<file path="src/rtl/pwr_sw_pkg.sv">
package pwr_sw_pkg;
  typedef enum logic {
    SUP_MAIN = 1'b0,
    SUP_BATT = 1'b1
  } supply_t;
endpackage

</file>
<file path="src/rtl/pwr_sw_thresh.sv">
module pwr_sw_thresh #(
  parameter int VW          = 12,
  parameter int HYS_MV      = 50,
  parameter int TRIP_MV     = 2200,
  parameter int TRIP_HYS_MV = 30
) (
  input  logic [VW-1:0] vdd_mv,
  input  logic [VW-1:0] bat_mv,
  output logic          drop_ok,
  output logic          rise_ok
);
  localparam int EW = VW + 1;
  localparam logic [VW-1:0] HYS_V   = VW'(HYS_MV);
  localparam logic [EW-1:0] TRIP_LO = EW'(TRIP_MV);
  localparam logic [EW-1:0] TRIP_HI = EW'(TRIP_MV + TRIP_HYS_MV);

  logic [VW-1:0] bat_lo;
  logic [EW-1:0] bat_hi;
  logic [EW-1:0] vdd_x;

  always_comb begin
    // saturating subtract keeps a low battery reading from wrapping
    bat_lo = (bat_mv > HYS_V) ? (bat_mv - HYS_V) : '0;
    bat_hi = {1'b0, bat_mv} + EW'(HYS_MV);
    vdd_x  = {1'b0, vdd_mv};
    drop_ok = (vdd_mv < bat_lo) && (vdd_x < TRIP_LO);
    rise_ok = (vdd_x > bat_hi) || (vdd_x > TRIP_HI);
  end
endmodule

</file>
<file path="src/rtl/pwr_sw_mode.sv">
module pwr_sw_mode
  import pwr_sw_pkg::*;
(
  input  logic    clk,
  input  logic    rst,
  input  logic    drop_ok,
  input  logic    rise_ok,
  output supply_t mode_q,
  output logic    host_en_q,
  output logic    chg_q,
  output logic    go_down,
  output logic    go_up
);
  always_comb begin
    go_down = (mode_q == SUP_MAIN) && drop_ok;
    go_up   = (mode_q == SUP_BATT) && rise_ok;
  end

  always_ff @(posedge clk) begin
    if (rst) begin
      mode_q    <= SUP_MAIN;
      host_en_q <= 1'b1;
      chg_q     <= 1'b0;
    end else begin
      chg_q <= go_down | go_up;
      if (go_down) begin
        mode_q    <= SUP_BATT;
        host_en_q <= 1'b0;
      end else if (go_up) begin
        mode_q    <= SUP_MAIN;
        host_en_q <= 1'b1;
      end
    end
  end

  p_stay_main_r1: assert property (@(posedge clk) disable iff (rst)
    (mode_q == SUP_MAIN && !drop_ok) |=> (mode_q == SUP_MAIN));
  p_stay_batt_r2: assert property (@(posedge clk) disable iff (rst)
    (mode_q == SUP_BATT && !rise_ok) |=> (mode_q == SUP_BATT));
  p_cond_excl_r1: assert property (@(posedge clk) disable iff (rst)
    !(drop_ok && rise_ok));
endmodule

</file>
<file path="src/rtl/pwr_sw_stamp.sv">
module pwr_sw_stamp #(
  parameter int TW = 32
) (
  input  logic          clk,
  input  logic          rst,
  input  logic          go_down,
  input  logic          go_up,
  input  logic          status_rd,
  input  logic [TW-1:0] now_time,
  output logic [TW-1:0] stamp_down,
  output logic [TW-1:0] stamp_up
);
  logic held_q;
  logic held_eff;

  always_comb held_eff = held_q & ~status_rd;

  always_ff @(posedge clk) begin
    if (rst) begin
      held_q     <= 1'b0;
      stamp_down <= '0;
      stamp_up   <= '0;
    end else begin
      if (go_down) begin
        if (!held_eff) stamp_down <= now_time;
        held_q <= 1'b1;
      end else begin
        held_q <= held_eff;
      end
      if (go_up) stamp_up <= now_time;
    end
  end

  p_up_capture_r4: assert property (@(posedge clk) disable iff (rst)
    go_up |=> (stamp_up == $past(now_time)));
  p_keep_first_r5: assert property (@(posedge clk) disable iff (rst)
    (go_down && held_q && !status_rd) |=> $stable(stamp_down));
  p_rearm_r6: assert property (@(posedge clk) disable iff (rst)
    (go_down && status_rd) |=> (stamp_down == $past(now_time)));
endmodule

</file>
<file path="src/rtl/pwr_switchover.sv">
module pwr_switchover
  import pwr_sw_pkg::*;
#(
  parameter int VW          = 12,
  parameter int TW          = 32,
  parameter int HYS_MV      = 50,
  parameter int TRIP_MV     = 2200,
  parameter int TRIP_HYS_MV = 30
) (
  input  logic          clk,
  input  logic          rst,
  input  logic [VW-1:0] vdd_mv,
  input  logic [VW-1:0] bat_mv,
  input  logic [TW-1:0] now_time,
  input  logic          status_rd,
  output logic          on_battery,
  output logic          host_if_en,
  output logic          mode_change,
  output logic [TW-1:0] stamp_down,
  output logic [TW-1:0] stamp_up
);
  logic    drop_ok, rise_ok, go_down, go_up;
  supply_t mode_q;

  pwr_sw_thresh #(
    .VW(VW), .HYS_MV(HYS_MV), .TRIP_MV(TRIP_MV), .TRIP_HYS_MV(TRIP_HYS_MV)
  ) u_thresh (
    .vdd_mv(vdd_mv), .bat_mv(bat_mv), .drop_ok(drop_ok), .rise_ok(rise_ok)
  );

  pwr_sw_mode u_mode (
    .clk(clk), .rst(rst), .drop_ok(drop_ok), .rise_ok(rise_ok),
    .mode_q(mode_q), .host_en_q(host_if_en), .chg_q(mode_change),
    .go_down(go_down), .go_up(go_up)
  );

  pwr_sw_stamp #(.TW(TW)) u_stamp (
    .clk(clk), .rst(rst), .go_down(go_down), .go_up(go_up),
    .status_rd(status_rd), .now_time(now_time),
    .stamp_down(stamp_down), .stamp_up(stamp_up)
  );

  assign on_battery = (mode_q == SUP_BATT);

  p_host_gate_r3: assert property (@(posedge clk) disable iff (rst)
    host_if_en == !on_battery);
  p_pulse_real_r8: assert property (@(posedge clk) disable iff (rst)
    (go_down || go_up) |=> (mode_change && on_battery != $past(on_battery)));
  p_pulse_quiet_r8: assert property (@(posedge clk) disable iff (rst)
    !(go_down || go_up) |=> !mode_change);
endmodule

</file>
<file path="config.mk">
export PLATFORM = sky130hd
export DESIGN_NAME = pwr_switchover
export DESIGN_NICKNAME = d
export VERILOG_FILES = /design/src/rtl/pwr_sw_pkg.sv /design/src/rtl/pwr_sw_thresh.sv /design/src/rtl/pwr_sw_mode.sv /design/src/rtl/pwr_sw_stamp.sv /design/src/rtl/pwr_switchover.sv
export SDC_FILE = /design/constraint.sdc
export NUM_CORES = 1
export LEC_CHECK = 0
export CORE_UTILIZATION = 30
export CTS_BUF_LIST = sky130_fd_sc_hd__clkbuf_16
export DETAILED_ROUTE_END_ITERATION = 10
export DONT_BUFFER_PORTS = 1
export SETUP_SLACK_MARGIN = 0.3
export SYNTH_ARGS = -nofsm -noshare
export SYNTH_HDL_FRONTEND = slang
export SYNTH_SLANG_ARGS = --single-unit
</file>
<file path="constraint.sdc">
create_clock -name clk -period 2.9 [get_ports clk]
set_input_delay 0.145 -clock clk [delete_from_list [all_inputs] [get_ports clk]]
set_output_delay 0.145 -clock clk [all_outputs]
set_load 0.01 [all_outputs]
</file>
# Word-level counts from Yosys, hierarchy flattened
# Cells that the tools add are included.
# Widths: inputs -> output; s select.
totals:
  register_bits: 68
  out_inout_bits: 67
  word_cells: 30
classes:
  bitwise: 5
  n_reduce_logical: 6
  n_mux: 6
  magnitude_cmp: 5
  n_addsub: 2
op_table:
  columns: ["op", "count"]
  rows:
  - ["$add 12x6->13 const B", 1]
  - ["$gt 12x13->1", 1]
  - ["$gt 12x12->1 const B", 1]
  - ["$gt 12x6->1 const B", 1]
  - ["$lt 12x12->1", 1]
  - ["$lt 12x12->1 const B", 1]
  - ["$mux 12", 1]
  - ["$sub 12x6->12 const B", 1]
  - ["$mux 1", 5]
  - ["$logic_and 1x1->1", 3]
  - ["$not 1->1", 3]
  - ["$reduce_and 2->1", 1]
  - ["$reduce_bool 2->1", 1]
  - ["$and 1x1->1", 1]
  - ["$logic_or 1x1->1", 1]
  - ["$or 1x1->1", 1]

# Longest topological paths before layout
# Gate-level depths: netlist of the first run.
logic_depth:
  depth_word: 6
  depth_mapped: 16
  ltp_nobuf: 15

# Cells and area by module
# A second synthesis of the first run with hierarchy kept.
hier_totals:
  hier_cells: 393
  hier_area_um2: 3701.0
modules_own_cells:
  columns: ["mod", "instances", "cells_per_inst", "area_each_um2"]
  rows:
  - ["pwr_sw_stamp", 1, 246, 2608.8]
  - ["pwr_sw_thresh", 1, 137, 983.4]
  - ["pwr_sw_mode", 1, 10, 108.9]

# Worst setup path before layout of the first run
# OpenSTA, ideal clock, no wires.
synth_path:
  kind: "input port to flip-flop"
  from: "in bat_mv[4]"
  to: "reg u_stamp.stamp_up[10]"
  n_path_buf: 2
  cell_stages: 12
  t_arrival_ps: 2603
  setup_ps: 72
  required_time_ps: 2828
  slack_ps: 226
  path_cell_list: "buf_2 a311oi_2 nor2_1 and3_1 xnor2_1 ha_1 nand4_1 o31ai_2 a211oi_4 o31ai_4 buf_6 mux2i_1"
synth_via:
  elab_chain_len: 4
synth_rtl:
  columns: ["element", "line", "rtl"]
  rows:
  - ["start, declared", "pwr_switchover.sv:13", "input logic [VW-1:0] bat_mv,"]
  - ["$add 12x6->13", "pwr_sw_thresh.sv:24", "bat_hi = {1'b0, bat_mv} + EW'(HYS_MV);"]
  - ["$gt 12x13->1", "pwr_sw_thresh.sv:27", "rise_ok = (vdd_x > bat_hi) || (vdd_x > TRIP_HI);"]
  - ["$logic_or 1x1->1", "pwr_sw_thresh.sv:27", null]
  - ["$logic_and 1x1->1", "pwr_sw_mode.sv:16", "go_up = (mode_q == SUP_BATT) && rise_ok;"]
  - ["end signal, assigned", "pwr_sw_stamp.sv:30", "if (go_up) stamp_up <= now_time;"]
  - ["end, declared", "pwr_sw_stamp.sv:11", "output logic [TW-1:0] stamp_up"]
# Every way passes these cells.
# A chain may end at the register's enable or synchronous reset.

# Worst setup path after layout of the first run
layout_path:
  from: "in bat_mv[1]"
  to: "reg u_stamp.stamp_up[0]"
# Same word-level chain as after synthesis.

==> key figures, run 1 <==
Status
  – Outcome: finished, final reports clean

Die
  – Die area: 12,800 um2
  – Initial core utilization: 30.8%
  – Core area: 12,100 um2
  – Die Y-Extent: 113 um
  – Cell row count: 40
  – I/O Pins: 126
  – Die width: 113 um

Clock network
  – Clock sink count: 68
  – Num CTS Buffers: 9
  – H-tree depth: 3
  – Clock Path Buffers: 2
  – Clock latency on the worst-skew pair: 0.32 ns
  – Clock tree root buffer cell: clkbuf_16
  – Clk pin slew, worst setup/hold paths: 0.06 ns
  – CTS tree: yes

Final layout
  – Layout Area Growth over Synthesis: 28.7%
  – Nets: 517
  – Core Util, Final: 39.6%
  – Fraction of layout cells with a size suffix above 1: 12.8%

Logic synthesis
  – Syn_area_per_cell: 9.26 um2
  – Asr flop ratio synth: 0%
  – Top cells by instance count after synthesis: 69 x nand2b_1, 68 x dfxtp_1, 34 x o21ai_1
  – Yosys top cell by area: dfxtp_1
  – Synth Instances: 401
  – Area contributors post-synth: dfxtp_1 37%, nand2b_1 12%, mux2i_1 8.6%
  – Syn nets: 485
  – Most frequent cell after synthesis: nand2b_1
  – Sequential-to-total area share from yosys stat: 36.6%
  – Synth Register Bits: 68
  – Synth top area share: 36.6%
  – Primary FF master, synth: dfxtp_1
  – Synth warn: 0
  – Distinct cells, synth: 46
  – Synthesized area: 3710 um2
  – Post-synth EDFFs: 0

STA
  – Worst slew pin tran: 0.432 ns
  – Rel. slew slack: 70.9%
  – Post-layout min period: 2.46 ns
  – RSZ-0062 raised after global routing: no
  – Clk_skew: 0.00417 ns
  – Min Hold Slack: 0.0228 ns
  – Final-report hold violation count: 0
  – Final setup TNS: 0 ns
  – Fin. max-slew vios: 0
  – Fmax: 406 MHz
  – # setup viols final: 0
  – Final worst path period share: 84.9%

Worst hold path
  – Worst Hold Class: in2reg

Setup path
  – Nature of the critical path endpoint: flip-flop
  – WP data required: 3.15 ns
  – Worst reg2reg setup slack: 1.24 ns
  – CP startpoint kind: primary input
  – Worst Path Arrival: 2.71 ns
  – Kind of critical path: in2reg
  – Crit path max fanout: 12

Global routing
  – Largest net degree at the start of global routing: 65
  – Vias in the first global route: 2,907
  – M2 GR Usage: 24.4%
  – Met1 Use GR: 17.6%
  – Global route hottest layer: met2
  – Grt ovf: 0
  – First-pass GRT wire length: 14,800 um
  – Gr usage total: 14.7%
  – Global routing usage on met3: 4.55%
  – Initial antenna violation count: 1

Place
  – Post-DP HPWL: 6210 um
  – Routability Congestion: 0.877
  – Port buffer count: 0

Drt
  – Routed len/inst: 17.5 um
  – Routed vias: 3,008
  – Vias per cell: 4.96
  – Drt first pass iters: 4
  – Post-route DRC: 0
  – Routed Antenna Nets: 0
  – Initial DRC count: 205
  – Post-Route WL: 10,600 um

Power and ir drop
  – Power per cell area: 561 nW/um2
  – Peak supply drop: 0.273 mV
  – Pleak: 1.89 nW

Run
  – Max-cap viol count: 0
[metrics by stage]
step / total power, mW / setup slack [ns] / instances / instance area, um2
floorplan: 1.40 / 0.308 / 401 / 3730
global placement: 1.45 / 0.113 / 544 / 3850
detailed placement: 1.46 / 0.0586 / 544 / 3850
CTS: 2.61 / 0.408 / 591 / 4480
global route: 2.82 / 0.298 / 606 / 4780
finish: 2.68 / 0.437 / 607 / 4780
[sequential cells by signal, summed over array words and instances, names as in the netlist]
| register | flops |
|---|---|
| u_mode.chg_q | 1 |
| u_mode.host_en_q | 1 |
| u_stamp.held_q | 1 |
| u_stamp.stamp_down | 32 |
| u_mode.mode_q | 1 |
| u_stamp.stamp_up | 32 |
[where the power goes]
group          internal (mW)  switching [mW]  leakage [nW]
clock network          0.669           0.424         0.150
logic                  0.257           0.238          1.19
registers               1.01          0.0885         0.554
total                   1.93           0.750          1.89
[final timing paths]
| kind | startpoint | endpoint | cells past startpoint |
|---|---|---|---|
| worst min register to register | u_stamp.stamp_down[26]$_SDFFE_PP0P_ | u_stamp.stamp_down[26]$_SDFFE_PP0P_ | 2 |
| worst max-delay path | bat_mv[1] | u_stamp.stamp_up[0]$_SDFFE_PP0P_ | 14 |
| worst max register to register | u_mode.mode_q$_SDFFE_PP0P_ | u_stamp.stamp_down[27]$_SDFFE_PP0P_ | 7 |
| worst min-delay path | now_time[2] | u_stamp.stamp_down[2]$_SDFFE_PP0P_ | 2 |
[cells by family after synthesis]
family                   synth area share, %
AO/OA/AOI/OAI                           11.8
XOR/XNOR                                4.24
adder cells (fa/ha/maj)                 8.42
buffers and inverters                   4.41
flip-flops                              36.6
multiplexers                            8.62
AND/OR/NAND/NOR                         25.8
[layer usage]
| metal | vias to the layer above | part of all wire (%) |
|---|---|---|
| met5 | - | 0 |
| met4 | 0 | 1.8 |
| met3 | 14 | 5.7 |
| met2 | 105 | 47 |
| met1 | 1426 | 45 |
| li1 | 1463 | - |
[critical path: stages]
cell,delay [ns]
ha_1,0.18
a21oi_2,0.08
nor2b_2,0.16
nor2_1,0.16
nand3_1,0.11
xor2_1,0.15
ha_1,0.30
nand4_1,0.15
o31ai_4,0.36
a211oi_4,0.08
o31ai_4,0.27
buf_12,0.16
clkbuf_16,0.18
mux2i_1,0.21
[final cells by class]
type                    count  area, um2
clock inverters             7       75.1
flip-flops and latches     68       1360
multi-input cells         300       2280
diodes                      1       2.50
well taps                 168        210
repair buffers             49        601
fillers                  1175       7280
clock buffers               9        225
inverters                   5       23.8
[what timing repair did]
action / in CTS / in global routing
endpoints found under the hold margin: 56 / 0
endpoints found under the setup margin: 0 / 56
hold buffers: 31 / 0
setup buffers: 0 / 8
resized for setup: 0 / 17
[cells in the final DEF, fill, tap and decap left out, types with 3 or more instances in the layout]
cell           Yosys  routed
xnor2_1           11      11
mux2i_1           32      32
dfxtp_1           68      68
nand3_1            7       7
nor2_1            10      10
dlygate4sd3_1      0      30
clkinv_4           0       3
nand2_1           19      19
inv_1              5       3
buf_12             0       5
or3_1              3       3
nor4_2             2       3
clkbuf_16          0      14
xor2_1             7       7
nand4_1            5       5
nand3b_1          32      32
buf_4              3       7
o21ai_1           34      35
a21oi_1           10       8
nand2b_1          69      68
ha_1              25      23
Power figures use the tool's default switching activity.
==> inputs of run 2 (changes only) <==
ABC_AREA = 1   (was unset)
clock period = 2.3 ns   (was 2.9 ns; I/O delays follow)
==> run 2 against run 1 <==
  * Global-route usage up 0.28 points
  * Non-clock buffer count fell by 1
  * Sequential share of layout area fell by 4.8 points
  * Worst setup slack worse by 0.14 ns
  * Largest cell class unchanged
==> key figures, run 2 <==
Logic synthesis
  – Distinct cells, synth: 32 (-30%)
  – Synthesized area: 4300 um2 (+16%)
  – Synth Register Bits: 68 (unchanged)
  – Sequential-to-total area share from yosys stat: 31.6% (-5.0 points)
  – Primary FF master, synth: dfxtp_1
  – Syn nets: 737 (+52%)
  – Most frequent cell after synthesis: nand2_1
  – Top cells by instance count after synthesis: 152 x nand2_1, 95 x inv_1, 80 x nor2_1
  – Yosys top cell by area: dfxtp_1
  – Area contributors post-synth: dfxtp_1 32%, nand2_1 13%, inv_1 8.3%
  – Post-synth EDFFs: 0 (unchanged)
  – Synth Instances: 653 (+63%)
  – Syn_area_per_cell: 6.59 um2 (-29%)
  – Asr flop ratio synth: 0% (unchanged)
  – Synth top area share: 31.6% (-5.0 points)
  – Synth warn: 0 (unchanged)

Final layout
  – Register area: 1370 um2 (+0.28%)
  – Final non-filler cell area: 5770 um2 (+21%)
  – Nets: 762 (+47%)
  – Multi-input gate area: 2730 um2 (+20%)
  – # diodes: 0 (-1)
  – Layout Area Growth over Synthesis: 34.2%
  – Top flop regs: u_stamp.stamp_down: 32 flops, u_stamp.stamp_up: 32 flops
  – Most common cell after layout, fill and taps aside: nand2_1
  – Most frequent cells in the layout: 132 x nand2_1, 88 x inv_1, 74 x nor2_1
  – Fraction of layout cells with a size suffix above 1: 30.6% (+18 points)
  – Filler instances: 1,411 (+20%)

Die
  – Die width: 122 um (+7.5%)
  – Cell row count: 43 (+7.5%)
  – Die Y-Extent: 122 um (+7.5%)
  – Core area: 13,900 um2 (+16%)
  – I/O Pins: 126 (unchanged)
  – Initial core utilization: 30.9% (+0.071 points)
  – Die area: 14,800 um2 (+16%)

Clock network
  – Clock latency on the worst-skew pair: 0.33 ns (about the same)
  – Clock tree root buffer cell: clkbuf_16
  – Clock Path Buffers: 2 (unchanged)
  – H-tree depth: 3 (unchanged)
  – CTS tree: yes
  – Clock sink count: 68 (unchanged)
  – Num CTS Buffers: 9 (unchanged)
  – Clk pin slew, worst setup/hold paths: 0.06 ns (about the same)

Power and ir drop
  – Power per cell area: 737 nW/um2 (+31%)
  – Total Power: 4.25 mW (+58%)
  – Peak supply drop: 0.368 mV (+35%)
  – Pleak: 2.76 nW (+46%)

STA
  – Final setup TNS: 0 ns (unchanged)
  – Fin. max-slew vios: 0 (unchanged)
  – Post-layout min period: 2.01 ns
  – Final-report hold violation count: 0 (unchanged)
  – RSZ-0062 raised after global routing: yes
  – Worst setup slack after layout: 0.293 ns (-0.144 ns)
  – Worst slew pin tran: 1.04 ns (+0.609 ns)
  – # setup viols final: 0 (unchanged)
  – Final worst path period share: 87.2%
  – Rel. slew slack: 30.6% (-40 points)
  – Min Hold Slack: 0.0220 ns (-0.000797 ns)
  – Fmax: 498 MHz
  – Clk_skew: 0.00559 ns (+0.00142 ns)

Place
  – Port buffer count: 0 (unchanged)
  – Worst slack at placement: -0.139 ns (-0.198 ns)
  – Routability Congestion: 0.824 (-6.1%)
  – Post-DP HPWL: 8120 um (+31%)
  – Area after DPL: 4760 um2 (+23%)

Setup path
  – Kind of critical path: in2reg
  – CP startpoint kind: primary input
  – Nature of the critical path endpoint: flip-flop
  – Worst Path Arrival: 2.24 ns (-0.47 ns)
  – Reg2Reg Depth: 4 (-3)
  – Crit path max fanout: 16 (+4)
  – WP data required: 2.53 ns (-0.62 ns)

Global routing
  – Global routing usage on met3: 4.92% (+0.36 points)
  – First-pass GRT wire length: 17,500 um (+19%)
  – Gr usage total: 15.0% (+0.28 points)
  – Initial antenna violation count: 0 (-1)
  – M2 GR Usage: 23.9% (-0.47 points)
  – Largest net degree at the start of global routing: 68 (+4.6%)
  – Met1 Use GR: 19.3% (+1.7 points)
  – Global route hottest layer: met2
  – Vias in the first global route: 3,471 (+19%)
  – Grt ovf: 0 (unchanged)

Drt
  – Routed len/inst: 14.8 um (-15%)
  – Post-Route WL: 12,700 um (+20%)
  – Post-route DRC: 0 (unchanged)
  – Drt first pass iters: 4 (unchanged)
  – Routed Antenna Nets: 0 (unchanged)
  – Initial DRC count: 181 (-12%)
  – Routed vias: 3,951 (+31%)
  – Vias per cell: 4.58 (-7.5%)

Worst hold path
  – Worst Hold Class: in2reg
  – Worst hold path stage count: 4 (+2)

Run
  – Max-cap viol count: 0 (unchanged)

Status
  – Outcome: finished, final reports clean
-- run 2: cell types whose count changed after synthesis, moves of 32 or more --
cell,change
o21ai_1,-34
a21oi_1,+32
nand2_1,+133
mux2i_1,-32
inv_1,+90
nand2b_1,-69
nor2_1,+70
-- run 2: per-stage QoR --
stage / util, % / std cells
after global routing: 41.4 / 862
after global placement: 34.1 / 824
final: 41.4 / 862
after detailed placement: 34.1 / 824
after CTS: 37.0 / 841
after floorplan: - / 653
-- run 2: final cells by class --
type                       instances  share of cell area [%]
clock buffer                       9                    3.90
sequential                        68                    23.7
inverter                         125                    8.43
timing repair buffer              48                    10.4
multi-input combinational        426                    47.3
tap                              180                    3.90
clock inverter                     6                    2.38
-- run 2: power by group --
| group | switching [mW] | total [mW] | internal (mW) |
|---|---|---|---|
| Clock | 0.532 | 1.70 | 1.17 |
| Combinational | 0.609 | 1.09 | 0.482 |
| Sequential | 0.156 | 1.46 | 1.31 |
| Total | 1.30 | 4.25 | 2.96 |
-- run 2: routing by layer --
layer  wire [um]  up-vias
met5           0        -
met4          95        0
met3         905        7
met2        6040      100
met1        5700     1755
li1            -     2089
-- run 2: final timing paths --
kind | startpoint | slack [ns] | endpoint
setup / recovery | bat_mv[1] | 0.29 | u_stamp.stamp_down[1]$_SDFFE_PP0P_
hold / removal | now_time[29] | 0.02 | u_stamp.stamp_up[29]$_SDFFE_PP0P_
setup reg to reg | u_mode.mode_q$_SDFFE_PP0P_ | 0.72 | u_stamp.stamp_up[10]$_SDFFE_PP0P_
hold reg to reg | u_stamp.stamp_up[22]$_SDFFE_PP0P_ | 0.54 | u_stamp.stamp_up[22]$_SDFFE_PP0P_
-- run 2: what timing repair did --
action,4_1_cts,5_1_grt
endpoints found under the hold margin,3,0
hold buffers,1,0
endpoints found under the setup margin,32,68
resized for setup,2,66
buffers inserted,1,11
pin swaps,3,45
gates cloned,0,10
-- run 2: logic make-up (layout without fill, tap and decap cells) --
| logic type | Yosys count | count (layout) | share of synthesized area [%] |
|---|---|---|---|
| buf+inv | 160 | 188 | 15.6 |
| compound gates | 58 | 58 | 7.53 |
| fa+ha+maj | 25 | 25 | 7.27 |
| xor+xnor | 8 | 8 | 1.63 |
| flops | 68 | 68 | 31.6 |
| simple gates | 334 | 335 | 36.3 |
-- run 2: worst max-delay path, stage by stage --
cell and delay (ns):
inv_12 0.02, ha_4 0.15, nand2_4 0.05, nand3_2 0.08, nand2_2 0.09, inv_2 0.04, nand2_2 0.05, inv_2 0.05
or2_4 0.23, nand3_4 0.07, ha_4 0.20, nand4_1 0.12, inv_1 0.06, nand2_1 0.07, o2111ai_2 0.13, nor2_4 0.22
buf_12 0.15, buf_12 0.14, nand4_1 0.10, nand2_1 0.08, nor2_1 0.04
==> inputs of run 3 (changes only) <==
==> constraint.sdc (replaced) <==
create_clock -name clk -period 2.3 [get_ports clk]
set_input_delay 0.115 -clock clk [delete_from_list [all_inputs] [get_ports clk]]
set_output_delay 0.115 -clock clk [all_outputs]
set_load 0.02 [all_outputs]
==> run 3 against run 2 <==
  * Clock skew grew 0.0053 ns
  * Critical path type unchanged
  * Total power shrank 1.5%
  * Utilization is essentially flat
  * Combinational power grew 6%
  * Worst setup slack lost 0.039 ns
  * Cell count shrank 0.35%
  * First-iteration DRC count grew 7.2%
  * Cell area is essentially flat
  * Register-to-register slack lost 0.04 ns
  * Routed wire length shrank 1.0%
==> key figures, run 3 (synthesis gave the netlist of run 2 again) <==
Status
  – Outcome: finished, final reports clean

Final layout
  – Top flop regs: u_stamp.stamp_down: 32 flops, u_stamp.stamp_up: 32 flops
  – # diodes: 0 (unchanged)
  – Final non-filler cell area: 5770 um2 (about the same)
  – Layout Area Growth over Synthesis: 34.2% (about the same)
  – Nets: 758 (-0.52%)
  – Most common cell after layout, fill and taps aside: nand2_1
  – Most frequent cells in the layout: 120 x nand2_1, 88 x inv_1, 67 x dfxtp_1
  – Fraction of layout cells with a size suffix above 1: 32.1% (+1.5 points)

Global routing
  – Gr usage total: 14.9% (-0.15 points)
  – First-pass GRT wire length: 17,400 um (-0.82%)
  – Largest net degree at the start of global routing: 68 (unchanged)
  – Vias in the first global route: 3,414 (-1.6%)
  – Grt ovf: 0 (unchanged)
  – Initial antenna violation count: 0 (unchanged)

Die
  – I/O Pins: 126 (unchanged)
  – Core area: 13,900 um2 (unchanged)
  – Die width: 122 um (unchanged)
  – Die area: 14,800 um2 (unchanged)
  – Initial core utilization: 30.9% (unchanged)
  – Die Y-Extent: 122 um (unchanged)
  – Cell row count: 43 (unchanged)

STA
  – Rel. slew slack: 28.0% (-2.6 points)
  – Final worst path period share: 89.0% (+1.7 points)
  – Min Hold Slack: 0.0284 ns (+0.00640 ns)
  – # setup viols final: 0 (unchanged)
  – RSZ-0062 raised after global routing: yes
  – Post-layout min period: 2.05 ns (+0.0394 ns)
  – Fin. max-slew vios: 0 (unchanged)
  – Final-report hold violation count: 0 (unchanged)
  – Clk_skew: 0.0109 ns (+0.00528 ns)
  – Fmax: 489 MHz (-1.9%)
  – Worst slew pin tran: 1.08 ns (+0.0392 ns)

Place
  – Routability Congestion: 0.787 (-4.5%)
  – Area after DPL: 4740 um2 (-0.42%)
  – Post-DP HPWL: 7920 um (-2.4%)
  – Port buffer count: 0 (unchanged)

Power and ir drop
  – Sw Share: 34.0% (+3.5 points)
  – Power per cell area: 725 nW/um2 (-1.5%)
  – Pleak: 2.73 nW (-1.1%)
  – Sequential share of power: 37.1% (+2.7 points)
  – Peak supply drop: 0.353 mV (-4.1%)
  – Logic pwr share: 27.7% (+2.1 points)
  – Cell-internal power: 2.76 mW (-6.5%)
  – Switching power total: 1.42 mW (+9.9%)
  – Clock share of power: 35.2% (-4.7 points)

Setup path
  – Kind of critical path: in2reg
  – Crit path max fanout: 7 (-9)
  – Nature of the critical path endpoint: flip-flop
  – WP data required: 2.57 ns (+0.04 ns)
  – Worst Path Arrival: 2.32 ns (+0.08 ns)
  – CP startpoint kind: primary input

Clock network
  – Clock latency on the worst-skew pair: 0.33 ns (about the same)
  – Clock sink count: 68 (unchanged)
  – Clock Path Buffers: 2 (unchanged)
  – Clock tree root buffer cell: clkbuf_16
  – CTS tree: yes
  – Clk pin slew, worst setup/hold paths: 0.06 ns (about the same)
  – H-tree depth: 3 (unchanged)
  – Num CTS Buffers: 9 (unchanged)

Drt
  – Post-Route WL: 12,600 um (-1.0%)
  – Routed len/inst: 14.7 um (-0.69%)
  – Vias per cell: 4.72 (+3.0%)
  – Routed Antenna Nets: 0 (unchanged)
  – Post-route DRC: 0 (unchanged)
  – Initial DRC count: 194 (+7.2%)
  – Routed vias: 4,056 (+2.7%)
  – Drt first pass iters: 4 (unchanged)

Run
  – Max-cap viol count: 0 (unchanged)

Worst hold path
  – Worst Hold Class: in2reg
## run 3: cell types whose count changed in the layout (fill, tap and decap cells not counted), sizes merged
cell      change
clkinv        +1
clkbuf        +1
clkinvlp      +2
buf           -5
bufinv        -2
## run 3: timing repair
item,4_1_cts,5_1_grt
pin swaps,1,53
buffers inserted,0,5
endpoints found under the setup margin,32,68
cloned,0,14
resized for setup,0,92
hold endpoints to repair,3,0
hold buffers,1,0
## run 3: power groups by stage
| stage | registers (mW) | logic, mW | clock network [mW] |
|---|---|---|---|
| 2_1_floorplan | 1.55 | 0.714 | 0 |
| 3_3_place_gp | 1.58 | 0.843 | 0 |
| 4_1_cts | 1.55 | 0.853 | 1.51 |
| 5_1_grt | 1.57 | 1.29 | 1.55 |
| 6_report | 1.56 | 1.16 | 1.47 |
| 3_5_place_dp | 1.58 | 0.846 | 0 |
## run 3: critical path, stage by stage
cell and delay [ns]:
inv_12 0.02, ha_4 0.15, nand2_4 0.07, nand3_4 0.07, nand2_4 0.07, inv_2 0.04
nand2_2 0.04, inv_2 0.04, or2_4 0.25, nand3_4 0.06, ha_4 0.20, nand4_1 0.12
inv_1 0.05, nand2_1 0.07, o2111ai_2 0.12, nor2_4 0.23, nand3_4 0.18, clkbuf_16 0.23
nand2_1 0.07, inv_2 0.03, nor2_1 0.08
## run 3: layout make-up
type | instances | area [um2]
fillers | 1454 | 8160
flip-flops and latches | 68 | 1370
clock buffers | 9 | 225
repair buffers | 44 | 587
multi-input cells | 426 | 2790
clock inverters | 7 | 92.6
inverters | 125 | 490
well taps | 180 | 225
## run 3: worst paths after layout
path                                      from                                  to  slack, ns  cells after the start
max                                  bat_mv[1]  u_stamp.stamp_down[6]$_SDFFE_PP0P_       0.25                     21
min                               now_time[31]   u_stamp.stamp_up[31]$_SDFFE_PP0P_       0.03                      4
max reg2reg         u_mode.mode_q$_SDFFE_PP0P_   u_stamp.stamp_up[24]$_SDFFE_PP0P_       0.68                      4
min reg2reg  u_stamp.stamp_up[16]$_SDFFE_PP0P_   u_stamp.stamp_up[16]$_SDFFE_PP0P_       0.58                      2
## run 3: metal layers
| metal | track usage, % | routed length [um] |
|---|---|---|
| met4 | 3.70 | 108 |
| met5 | 0 | 0 |
| met1 | 18.9 | 5590 |
| met2 | 24.0 | 5900 |
| met3 | 4.96 | 1010 |
## run 3: per-stage QoR
step | worst slack (ns) | TNS (ns) | power (mW) | util [%] | instances
after CTS | 0.265 | 0 | 3.92 | 36.3 | 840
after global routing | 0.0758 | 0 | 4.41 | 41.4 | 859
after global placement | -0.0456 | -0.945 | 2.42 | 34.0 | 823
after detailed placement | -0.0861 | -2.06 | 2.43 | 34.0 | 823
after floorplan | 0.167 | 0 | 2.26 | - | 653
final | 0.254 | 0 | 4.19 | 41.4 | 859
